===== config.mk =====
export PLATFORM = sky130hd
export DESIGN_NAME = sram_ctrl
export DESIGN_NICKNAME = d
export VERILOG_FILES = /design/src/rtl/sram_ctrl_pkg.sv /design/src/rtl/sram_ctrl_timer.sv /design/src/rtl/sram_ctrl_fsm.sv /design/src/rtl/sram_ctrl_datapath.sv /design/src/rtl/sram_ctrl.sv
export SDC_FILE = /design/constraint.sdc
export NUM_CORES = 1
export LEC_CHECK = 0
export BUFFER_PORTS_ARGS = -buffer_cell sky130_fd_sc_hd__buf_2
export CAP_MARGIN = 15
export CORE_MARGIN = 5
export CORE_UTILIZATION = 45
export CTS_CLUSTER_DIAMETER = 200
export CTS_CLUSTER_SIZE = 30
export DETAILED_ROUTE_END_ITERATION = 16
export MAX_ROUTING_LAYER = met4
export PLACE_DENSITY = 0.85
export SLEW_MARGIN = 5
export SYNTH_ARGS = -nofsm -noshare
export SYNTH_HDL_FRONTEND = slang
export SYNTH_HIERARCHICAL = 1
export SYNTH_SLANG_ARGS = --single-unit

===== constraint.sdc =====
create_clock -name clk_i -period 3.9 [get_ports clk_i]
set_input_delay 0.195 -clock clk_i [delete_from_list [all_inputs] [get_ports clk_i]]
set_output_delay 0.195 -clock clk_i [all_outputs]
set_load 0.02 [all_outputs]

===== src/rtl/sram_ctrl_pkg.sv =====
package sram_ctrl_pkg;
  typedef enum logic [2:0] {
    ST_IDLE,
    ST_RD_ACC,
    ST_WR_TURN,
    ST_WR_PULSE,
    ST_WR_END
  } sram_state_e;

  function automatic int ceil_cycles(int t_ps, int clk_ps);
    int n;
    n = (t_ps + clk_ps - 1) / clk_ps;
    return (n < 1) ? 1 : n;
  endfunction

  function automatic int max2(int a, int b);
    return (a > b) ? a : b;
  endfunction
endpackage


===== src/rtl/sram_ctrl_timer.sv =====
module sram_ctrl_timer #(
  parameter int CNT_W = 4
) (
  input  logic             clk_i,
  input  logic             rst_ni,
  input  logic             load_i,
  input  logic [CNT_W-1:0] load_val_i,
  output logic             zero_o
);
  logic [CNT_W-1:0] cnt_q;

  always_ff @(posedge clk_i or negedge rst_ni) begin
    if (!rst_ni)           cnt_q <= '0;
    else if (load_i)       cnt_q <= load_val_i;
    else if (cnt_q != '0)  cnt_q <= cnt_q - 1'b1;
  end

  assign zero_o = (cnt_q == '0);
endmodule


===== src/rtl/sram_ctrl_fsm.sv =====
module sram_ctrl_fsm
  import sram_ctrl_pkg::*;
#(
  parameter int ACC_CYC  = 3,
  parameter int WP_CYC   = 2,
  parameter int TURN_CYC = 2,
  parameter int CNT_W    = 4
) (
  input  logic             clk_i,
  input  logic             rst_ni,
  input  logic             req_valid_i,
  input  logic             req_we_i,
  input  logic             tmr_zero_i,
  output logic             ready_o,
  output logic             accept_o,
  output logic             capture_o,
  output logic             tmr_load_o,
  output logic [CNT_W-1:0] tmr_val_o,
  output logic             ce_act_o,
  output logic             oe_act_o,
  output logic             we_act_o,
  output logic             drv_o
);
  localparam logic [CNT_W-1:0] AccLd  = CNT_W'(ACC_CYC - 1);
  localparam logic [CNT_W-1:0] WpLd   = CNT_W'(WP_CYC - 1);
  localparam logic [CNT_W-1:0] TurnLd = CNT_W'(TURN_CYC - 1);

  sram_state_e state_q, state_d;
  logic ce_q, ce_d, oe_q, oe_d, we_q, we_d, drv_q, drv_d;

  always_comb begin
    state_d    = state_q;
    ce_d       = ce_q;
    oe_d       = oe_q;
    we_d       = we_q;
    drv_d      = drv_q;
    accept_o   = 1'b0;
    capture_o  = 1'b0;
    tmr_load_o = 1'b0;
    tmr_val_o  = '0;
    unique case (state_q)
      ST_IDLE: if (req_valid_i) begin
        accept_o   = 1'b1;
        tmr_load_o = 1'b1;
        ce_d       = 1'b1;
        if (req_we_i) begin
          state_d   = ST_WR_TURN;
          tmr_val_o = TurnLd;
        end else begin
          state_d   = ST_RD_ACC;
          oe_d      = 1'b1;
          tmr_val_o = AccLd;
        end
      end
      ST_RD_ACC: if (tmr_zero_i) begin
        capture_o = 1'b1;
        state_d   = ST_IDLE;
        ce_d      = 1'b0;
        oe_d      = 1'b0;
      end
      ST_WR_TURN: if (tmr_zero_i) begin
        // bus has floated; drive data and open the strobe together
        state_d    = ST_WR_PULSE;
        tmr_load_o = 1'b1;
        tmr_val_o  = WpLd;
        we_d       = 1'b1;
        drv_d      = 1'b1;
      end
      ST_WR_PULSE: if (tmr_zero_i) begin
        // terminate on write enable, enables and data held
        state_d = ST_WR_END;
        we_d    = 1'b0;
      end
      ST_WR_END: begin
        state_d = ST_IDLE;
        ce_d    = 1'b0;
        drv_d   = 1'b0;
      end
      default: begin
        state_d = ST_IDLE;
        ce_d    = 1'b0;
        oe_d    = 1'b0;
        we_d    = 1'b0;
        drv_d   = 1'b0;
      end
    endcase
  end

  always_ff @(posedge clk_i or negedge rst_ni) begin
    if (!rst_ni) begin
      state_q <= ST_IDLE;
      ce_q    <= 1'b0;
      oe_q    <= 1'b0;
      we_q    <= 1'b0;
      drv_q   <= 1'b0;
    end else begin
      state_q <= state_d;
      ce_q    <= ce_d;
      oe_q    <= oe_d;
      we_q    <= we_d;
      drv_q   <= drv_d;
    end
  end

  assign ready_o  = (state_q == ST_IDLE);
  assign ce_act_o = ce_q;
  assign oe_act_o = oe_q;
  assign we_act_o = we_q;
  assign drv_o    = drv_q;

  AST_NO_CONTENTION: assert property (@(posedge clk_i) disable iff (!rst_ni)
    !(drv_q && oe_q));
  AST_DRV_AFTER_OE_HIGH: assert property (@(posedge clk_i) disable iff (!rst_ni)
    $rose(drv_q) |-> $past(!oe_q));
  AST_WE_UNDER_CE: assert property (@(posedge clk_i) disable iff (!rst_ni)
    we_q |-> ce_q);
  AST_WR_END_SELECTED: assert property (@(posedge clk_i) disable iff (!rst_ni)
    $fell(we_q) |-> (ce_q && drv_q));
  AST_DESELECT_AFTER_END: assert property (@(posedge clk_i) disable iff (!rst_ni)
    $fell(we_q) |=> (!ce_q && !drv_q));
endmodule


===== src/rtl/sram_ctrl_datapath.sv =====
module sram_ctrl_datapath #(
  parameter int AW = 13,
  parameter int DW = 9
) (
  input  logic          clk_i,
  input  logic          rst_ni,
  input  logic          accept_i,
  input  logic          capture_i,
  input  logic [AW-1:0] req_addr_i,
  input  logic [DW-1:0] req_wdata_i,
  input  logic [DW-1:0] mem_dq_i,
  output logic [AW-1:0] mem_addr_o,
  output logic [DW-1:0] mem_dq_o,
  output logic          rd_valid_o,
  output logic [DW-1:0] rd_data_o
);
  logic [AW-1:0] addr_q;
  logic [DW-1:0] wdata_q, rdata_q;
  logic          rvalid_q;

  always_ff @(posedge clk_i or negedge rst_ni) begin
    if (!rst_ni) begin
      addr_q   <= '0;
      wdata_q  <= '0;
      rdata_q  <= '0;
      rvalid_q <= 1'b0;
    end else begin
      rvalid_q <= capture_i;
      if (accept_i) begin
        addr_q  <= req_addr_i;
        wdata_q <= req_wdata_i;
      end
      if (capture_i) rdata_q <= mem_dq_i;
    end
  end

  assign mem_addr_o = addr_q;
  assign mem_dq_o   = wdata_q;
  assign rd_valid_o = rvalid_q;
  assign rd_data_o  = rdata_q;

  AST_RDV_ONE_CYCLE: assert property (@(posedge clk_i) disable iff (!rst_ni)
    rvalid_q |=> !rvalid_q);
  AST_RDATA_HOLD: assert property (@(posedge clk_i) disable iff (!rst_ni)
    !rvalid_q |-> $stable(rdata_q));
endmodule


===== src/rtl/sram_ctrl.sv =====
module sram_ctrl
  import sram_ctrl_pkg::*;
#(
  parameter int AW            = 13,
  parameter int DW            = 9,
  parameter int CLK_PERIOD_PS = 10000,
  parameter int T_AA_PS       = 25000,
  parameter int T_PWE_PS      = 20000,
  parameter int T_SD_PS       = 15000,
  parameter int T_HZOE_PS     = 18000
) (
  input  logic          clk_i,
  input  logic          rst_ni,
  input  logic          req_valid_i,
  output logic          req_ready_o,
  input  logic          req_we_i,
  input  logic [AW-1:0] req_addr_i,
  input  logic [DW-1:0] req_wdata_i,
  output logic          rd_valid_o,
  output logic [DW-1:0] rd_data_o,
  output logic [AW-1:0] mem_addr_o,
  output logic          mem_ce_n_o,
  output logic          mem_ce_o,
  output logic          mem_oe_n_o,
  output logic          mem_we_n_o,
  output logic [DW-1:0] mem_dq_o,
  output logic          mem_dq_oe_o,
  input  logic [DW-1:0] mem_dq_i
);
  localparam int AccCyc  = ceil_cycles(T_AA_PS, CLK_PERIOD_PS);
  localparam int WpCyc   = max2(ceil_cycles(T_PWE_PS, CLK_PERIOD_PS),
                                ceil_cycles(T_SD_PS, CLK_PERIOD_PS));
  localparam int TurnCyc = ceil_cycles(T_HZOE_PS, CLK_PERIOD_PS);
  localparam int MaxCyc  = max2(AccCyc, max2(WpCyc, TurnCyc));
  localparam int CntW    = $clog2(MaxCyc + 1) + 1;

  logic accept, capture, tmr_load, tmr_zero;
  logic [CntW-1:0] tmr_val;
  logic ce_act, oe_act, we_act, drv;

  sram_ctrl_timer #(.CNT_W(CntW)) u_timer (
    .clk_i      (clk_i),
    .rst_ni     (rst_ni),
    .load_i     (tmr_load),
    .load_val_i (tmr_val),
    .zero_o     (tmr_zero)
  );

  sram_ctrl_fsm #(
    .ACC_CYC (AccCyc),
    .WP_CYC  (WpCyc),
    .TURN_CYC(TurnCyc),
    .CNT_W   (CntW)
  ) u_fsm (
    .clk_i      (clk_i),
    .rst_ni     (rst_ni),
    .req_valid_i(req_valid_i),
    .req_we_i   (req_we_i),
    .tmr_zero_i (tmr_zero),
    .ready_o    (req_ready_o),
    .accept_o   (accept),
    .capture_o  (capture),
    .tmr_load_o (tmr_load),
    .tmr_val_o  (tmr_val),
    .ce_act_o   (ce_act),
    .oe_act_o   (oe_act),
    .we_act_o   (we_act),
    .drv_o      (drv)
  );

  sram_ctrl_datapath #(.AW(AW), .DW(DW)) u_dp (
    .clk_i      (clk_i),
    .rst_ni     (rst_ni),
    .accept_i   (accept),
    .capture_i  (capture),
    .req_addr_i (req_addr_i),
    .req_wdata_i(req_wdata_i),
    .mem_dq_i   (mem_dq_i),
    .mem_addr_o (mem_addr_o),
    .mem_dq_o   (mem_dq_o),
    .rd_valid_o (rd_valid_o),
    .rd_data_o  (rd_data_o)
  );

  // both enables come from one register so they never disagree
  assign mem_ce_n_o  = ~ce_act;
  assign mem_ce_o    = ce_act;
  assign mem_oe_n_o  = ~oe_act;
  assign mem_we_n_o  = ~we_act;
  assign mem_dq_oe_o = drv;

  AST_IDLE_DESELECT: assert property (@(posedge clk_i) disable iff (!rst_ni)
    req_ready_o |-> (mem_ce_n_o && !mem_ce_o && mem_oe_n_o && mem_we_n_o && !mem_dq_oe_o));
  AST_ADDR_STABLE: assert property (@(posedge clk_i) disable iff (!rst_ni)
    (!req_ready_o && $past(!req_ready_o)) |-> $stable(mem_addr_o));
  AST_RD_NO_DRIVE: assert property (@(posedge clk_i) disable iff (!rst_ni)
    !mem_oe_n_o |-> (mem_we_n_o && !mem_ce_n_o && mem_ce_o));
endmodule


==> results of run 1 <==
logic make-up (layout without fill, tap and decap cells):
kind of cell / count (synthesis) / in the layout / share of synthesized area (%)
AO/OA/AOI/OAI: 16 / 16 / 6.133
buffers and inverters: 17 / 90 / 4.962
multiplexers: 33 / 33 / 20.33
adder cells (fa/ha/maj): 2 / 2 / 1.378
other: 1 / 1 / 0.2066
AND/OR/NAND/NOR: 25 / 25 / 9.098
flip-flops: 42 / 42 / 57.89
layer usage:
metal / part of all wire (%) / routed length (um) / global-route usage (%)
met4: 1.1 / 41 / 4.225
met1: 40 / 1431 / 15.55
met5: 0 / 0 / -
met3: 6.1 / 222 / 4.651
met2: 53 / 1923 / 25.39
stage by stage:
step	instance area, sq um	power [mW]	worst slack [ns]	util, %
after floorplan	1815	1.398	2.020	-
after global placement	2192	1.653	1.620	55.60
after detailed placement	2192	1.688	1.574	55.60
after CTS	2302	2.007	1.544	58.39
after global routing	2302	2.114	1.394	58.39
final	2302	1.977	1.578	58.39
where the power goes:
part           total [mW]  leakage, nW  switching (mW)  internal [mW]
logic               0.871        0.581           0.485          0.386
clock network       0.315       0.0575           0.137          0.179
registers           0.792        0.507           0.146          0.646
state kept, by name, indices dropped and copies added, names as in the netlist:
signal / cells
u_dp/mem_addr_o: 13
u_dp/mem_dq_o: 9
u_dp/rd_data_o: 9
u_dp/rd_valid_o: 1
u_fsm/ce_act_o: 1
u_fsm/drv_o: 1
u_fsm/oe_act_o: 1
u_fsm/state_q: 3
u_fsm/we_act_o: 1
u_timer/cnt_q: 3
layout by cell type (no fill, tap or decap), drive strengths merged, types with 2 or more instances in the layout:
| cell | n |
|---|---|
| nand3b | 2 |
| mux2 | 31 |
| a21oi | 3 |
| dfrtp | 42 |
| clkbuf | 8 |
| inv | 10 |
| nand2b | 2 |
| nor4b | 2 |
| buf | 72 |
| a221oi | 2 |
| o21ai | 4 |
| ha | 2 |
| nor2 | 3 |
| a31oi | 2 |
| nor2b | 6 |
| or3b | 2 |
| a211oi | 2 |
| mux2i | 2 |
path summary, 6_finish.rpt:
kind	to	from	depth (start not counted)
min reg2reg	u_dp/mem_addr_o[3]	u_dp/mem_addr_o[3]	1
max	u_dp/rd_data_o[5]	u_timer/cnt_q[0]	7
min	u_dp/rd_data_o[2]	rst_ni	1
max in group asynchronous	u_dp/mem_dq_o[0]	rst_ni	1
min in group clk_i	u_dp/mem_addr_o[5]	req_addr_i[5]	2
max reg2reg	u_dp/rd_data_o[5]	u_timer/cnt_q[0]	7
final cells by class:
class | instances | share of cell area [%]
Inverter | 10 | 1.630
Multi-Input combinational cell | 77 | 29.57
Timing Repair Buffer | 72 | 15.65
Tap cell | 50 | 2.717
Sequential cell | 42 | 45.65
Clock buffer | 8 | 4.783
worst register-to-register path, stage by stage, from the launching register on:
cell	delay, ns
dfrtp_1	0.39
inv_1	0.09
ha_1	0.21
nand2b_1	0.10
inv_1	0.18
inv_1	0.10
nor4_2	0.72
mux2_2	0.42
==> flow_summary.yaml, run 1 <==
layout:
  fillers: 343
  drive_gt1_share_pct: 55.02
  antenna_cells: 0
  final_cell_count_no_fill: 259
  nets: 245
  area_growth_pct: 26.81
  multi_input_area_sq_um: 680.7
  regArea_sq_um: 1051
worst_setup_path:
  rrSetupSlack_ns: 1.58
  crit_top_cell: "inv_1"
  worst_setup_path_end_kind: "register"
  worst_path_largest_cell_delay_ns: 0.72
  critPathArrivalTime_ns: 2.49
  worst-setup-path-type: "reg -> reg"
  crit_chain: "inv_1 -> ha_1 -> nand2b_1 -> inv_1 -> inv_1 -> nor4_2 -> mux2_2"
  cpMaxStageDelayCell: "nor4_2"
  path_buf_inv: 3
  required_ns: 4.07
  crit_path_max_fanout: 10
  critical_path.startpoint_type: "register"
  crit_family: "simple AND/OR/NAND/NOR gates"
synthesis:
  syn_area_sq_um: 1815
  synth_edf_count: 0
  yosys.area.top_type: "dfrtp_1"
  synth_flop_cell: "dfrtp_1"
  syn_area_per_cell_sq_um: 13.35
  syn_nets: 173
  yosysTopAreaCellShare_pct: 57.89
  ys_seq_area_share_pct: 57.89
  yosysWarnings: 6
  yosys_register_bits: 42
  ys_types: 33
  yosys-top-cells-area: "dfrtp_1 (58%), mux2_2 (19%), inv_1 (2.1%)"
  postSynth.asyncResetShare_pct: 100.0
  yosys-top-cells-count: "dfrtp_1 (42), mux2_2 (31), inv_1 (10), nor2b_1 (6)"
  netlist_instances: 136
  synth.most_common_cell: "dfrtp_1"
route:
  detail_route.wl_per_cell_um: 13.97
  vias: 1263
  dr.pass1.iters: 4
  drtIter0Drc: 29
  drc: 0
  finalWirelength_um: 3619
  viasPerCell: 4.876
  drtAntennaViolNets: 0
floorplan:
  initial_core_util_pct: 46.05
  coreArea_sq_um: 3943
  io_pins: 73
  std_cell_rows: 23
  dieWidth_um: 73.52
  die_area_sq_um: 5404
  die_h_um: 73.52
timing:
  rsz0062_at_grt: "no"
  layout_min_cycle_time_ns: 2.322
  finalMaxSlewViolations: 0
  setup_viol_count_final: 0
  fin_skew_ns: 0.005926
  hold_viol: 0
  period_share_pct: 59.54
  timing.hold.ws_ns: 0.04072
  tns_ns: 0
  max_freq_ghz: 0.4306
  worstMarginPinSlew_ns: 0.9465
  relSlewSlack_pct: 36.38
global_routing:
  grt_antenna_before_repair: 0
  grt_pass1_vias: 1329
  grt-ovfl-total: 0
  grt_usage_pct: 14.48
  grt_pass1_wl_um: 5789
  grt_max_degree: 43
cts:
  htree_num_levels: 2
  post_cts_buffers: 0
  cts_tree: "done"
  cts_buffers: 5
  ctsResizeCount: 0
  numClockSinks: 42
  clock_latency_ns: 0.29
  cts_root_buf: "clkbuf_8"
  path_clk_slew_ns: 0.07
  cts_buffer_depth: 2
  cts_hold_buf: 0
power_and_ir_drop:
  power_density_nw_per_um2: 858.9
  max-vdd-ir-drop_uv: 367.0
  p_leak_nw: 1.146
placement:
  dpl.cell_count: 251
  portBuffers: 72
  gp_congestion: 0.7893
  dp_hpwl_um: 2724
outcome:
  outcome: "completed"
min_path:
  hold_class: "in -> async"
flow_run:
  drv_cap: 0
Power figures use the tool's default switching activity.
==> inputs of run 2 (changes only) <==
==> constraint.sdc (replaced) <==
create_clock -name clk_i -period 2.4 [get_ports clk_i]
set_input_delay 0.12 -clock clk_i [delete_from_list [all_inputs] [get_ports clk_i]]
set_output_delay 0.12 -clock clk_i [all_outputs]
set_load 0.02 [all_outputs]
==> run 2 against run 1 <==
Effect of this change: combinational power up 75%; flip-flop and latch count unchanged; worst setup slack worse by 1.1 ns; maximum frequency up 20%; core utilization up 1.2 points; design area up 2.1%; die area unchanged; register-to-register slack worse by 1.1 ns; clock-buffer cell count down 2; hold slack better by 0.016 ns.
==> flow_summary.yaml, run 2 (same netlist as run 1, synthesis figures left out) <==
outcome:
  outcome: "completed"
placement:
  gp_congestion: 0.8139
  dpl.cell_count: 256
  dp_hpwl_um: 2725
  portBuffers: 72
min_path:
  whs_endpoint: "u_dp/rd_data_o[8]"
  hp-start: "mem_dq_i[8]"
  hold_depth: 2
  hold_class: "in -> reg"
layout:
  drive_gt1_share_pct: 55.35
  final_common_cell: "buf_2"
  fin_util_pct: 59.60
  nets: 251
  area_growth_pct: 29.43
  final_cell_mix: "buf_2 (72), dfrtp_1 (42), mux2_2 (31), inv_1 (10), nor2b_1 (6)"
  largest_reg_flops: 13
  final_cell_count_no_fill: 265
  antenna_cells: 0
power_and_ir_drop:
  max-vdd-ir-drop_uv: 655.2
  power_frac_seq_pct: 37.2
  intPower_mw: 2.023
  switching_share_pct: 38.36
  power_density_nw_per_um2: 1397
  power.total_mw: 3.282
  p_leak_nw: 1.169
  p_switching_mw: 1.259
  clkPwrFrac_pct: 16.6
  p_comb_share_pct: 46.2
global_routing:
  grt_usage_pct: 14.64
  grt_pass1_wl_um: 5961
  grt-ovfl-total: 0
  grt_pass1_vias: 1366
  grt_antenna_before_repair: 0
  grt_max_degree: 43
timing:
  rsz0062_at_grt: "no"
  layout_min_cycle_time_ns: 1.940
  setup_viol_count_final: 0
  finalMaxSlewViolations: 0
  relSlewSlack_pct: 40.51
  worstMarginPinSlew_ns: 0.8924
  hold_viol: 0
  tns_ns: 0
  timing.hold.ws_ns: 0.05665
  fin_skew_ns: 0.005036
  period_share_pct: 80.84
  max_freq_ghz: 0.5154
cts:
  cts_buffers: 5
  cts_root_buf: "clkbuf_8"
  clock_latency_ns: 0.29
  htree_num_levels: 2
  numClockSinks: 42
  cts_buffer_depth: 2
  path_clk_slew_ns: 0.08
  cts_tree: "done"
route:
  finalWirelength_um: 3636
  drc: 0
  drtIter0Drc: 54
  drtAntennaViolNets: 0
  viasPerCell: 4.932
  vias: 1307
  detail_route.wl_per_cell_um: 13.72
  dr.pass1.iters: 4
worst_setup_path:
  critPathArrivalTime_ns: 2.13
  rrSetupSlack_ns: 0.46
  cpMaxStageDelayCell: "dfrtp_1"
  worst-setup-path-type: "reg -> reg"
  worst_path_largest_cell_delay_ns: 0.39
  critical_path.startpoint_type: "register"
  crit_chain: "inv_1 -> ha_1 -> nand2b_1 -> inv_1 -> nand2_1 -> a211oi_1 -> buf_4 -> nor2b_1 -> a221oi_1"
  worst_setup_path_end_kind: "register"
  reg2reg_depth: 9
  timing.rr.end: "u_timer/cnt_q[0]"
  crit-reg2reg-launch: "u_timer/cnt_q[1]"
  critPathLaunch: "u_timer/cnt_q[1]"
  crit_path_max_fanout: 7
  crit_top_cell: "inv_1"
  required_ns: 2.59
floorplan:
  dieWidth_um: 73.52
  coreArea_sq_um: 3943
  std_cell_rows: 23
  die_h_um: 73.52
  io_pins: 73
  die_area_sq_um: 5404
  initial_core_util_pct: 46.05
flow_run:
  drv_cap: 0
## run 2: changes by cell type in the layout (fill, tap and decap cells not counted), sizes merged
cell,before,now
clkbuf,8,6
buf,72,77
clkinvlp,0,1
bufinv,0,1
dlygate4sd3,0,1
## run 2: timing repair
| item | CTS | global route |
|---|---|---|
| hold endpoints to repair | 42 | 0 |
| gates resized for setup | 0 | 0 |
| hold buffers | 1 | 0 |
| endpoints found under the setup margin | 0 | 0 |
| buffers inserted | 0 | 0 |
## run 2: area by class of cell
cell class                      instances  area, sq um
Clock buffer                            6        72.57
Timing Repair Buffer                   78        407.9
Inverter                               10        37.54
Tap cell                               50        62.56
Clock inverter                          2        37.54
Multi-Input combinational cell         77        680.7
Fill cell                             329         1593
Sequential cell                        42         1051
## run 2: through the flow
| stage | area (sq um) | setup slack (ns) |
|---|---|---|
| CTS | 2350 | 0.4565 |
| global route | 2350 | 0.2659 |
| detailed placement | 2230 | 0.4767 |
| floorplan | 1815 | 0.5199 |
| global placement | 2230 | 0.5633 |
| finish | 2350 | 0.4599 |
## run 2: critical path: cells and delay by family, from the launching register on
kind                       cells  cell delay (ns)
adders and majority gates      1             0.21
AOI/OAI and AO/OA              2             0.49
buffers and inverters          3             0.46
and+or+nand+nor                3             0.30
DFF                            1             0.39
## run 2: how the worst max path moves through the flow
stage          cells after the start  slack (ns)          endpoint
2_1_floorplan                      8        0.52  u_timer/cnt_q[0]
6_report                           9        0.46  u_timer/cnt_q[0]
3_5_place_dp                       9        0.48  u_timer/cnt_q[0]
5_1_grt                            9        0.27  u_timer/cnt_q[1]
3_3_place_gp                       9        0.56  u_timer/cnt_q[0]
4_1_cts                            9        0.46  u_timer/cnt_q[0]
## run 2: per-layer routing
metal	vias to the layer above	track usage [%]	routed length (um)
met4	0	5.835	66
li1	627	-	-
met5	-	-	0
met1	638	16.99	1473
met2	35	23.72	1859
met3	7	4.378	237
## run 2: power by group through the flow
| stage | Clock [mW] | Sequential, mW | Combinational (mW) |
|---|---|---|---|
| after floorplan | 0 | 1.57 | 0.697 |
| final | 0.544 | 1.22 | 1.52 |
| after global placement | 0 | 1.22 | 1.51 |
| after global routing | 0.594 | 1.27 | 1.66 |
| after detailed placement | 0 | 1.24 | 1.54 |
| after CTS | 0.567 | 1.22 | 1.54 |
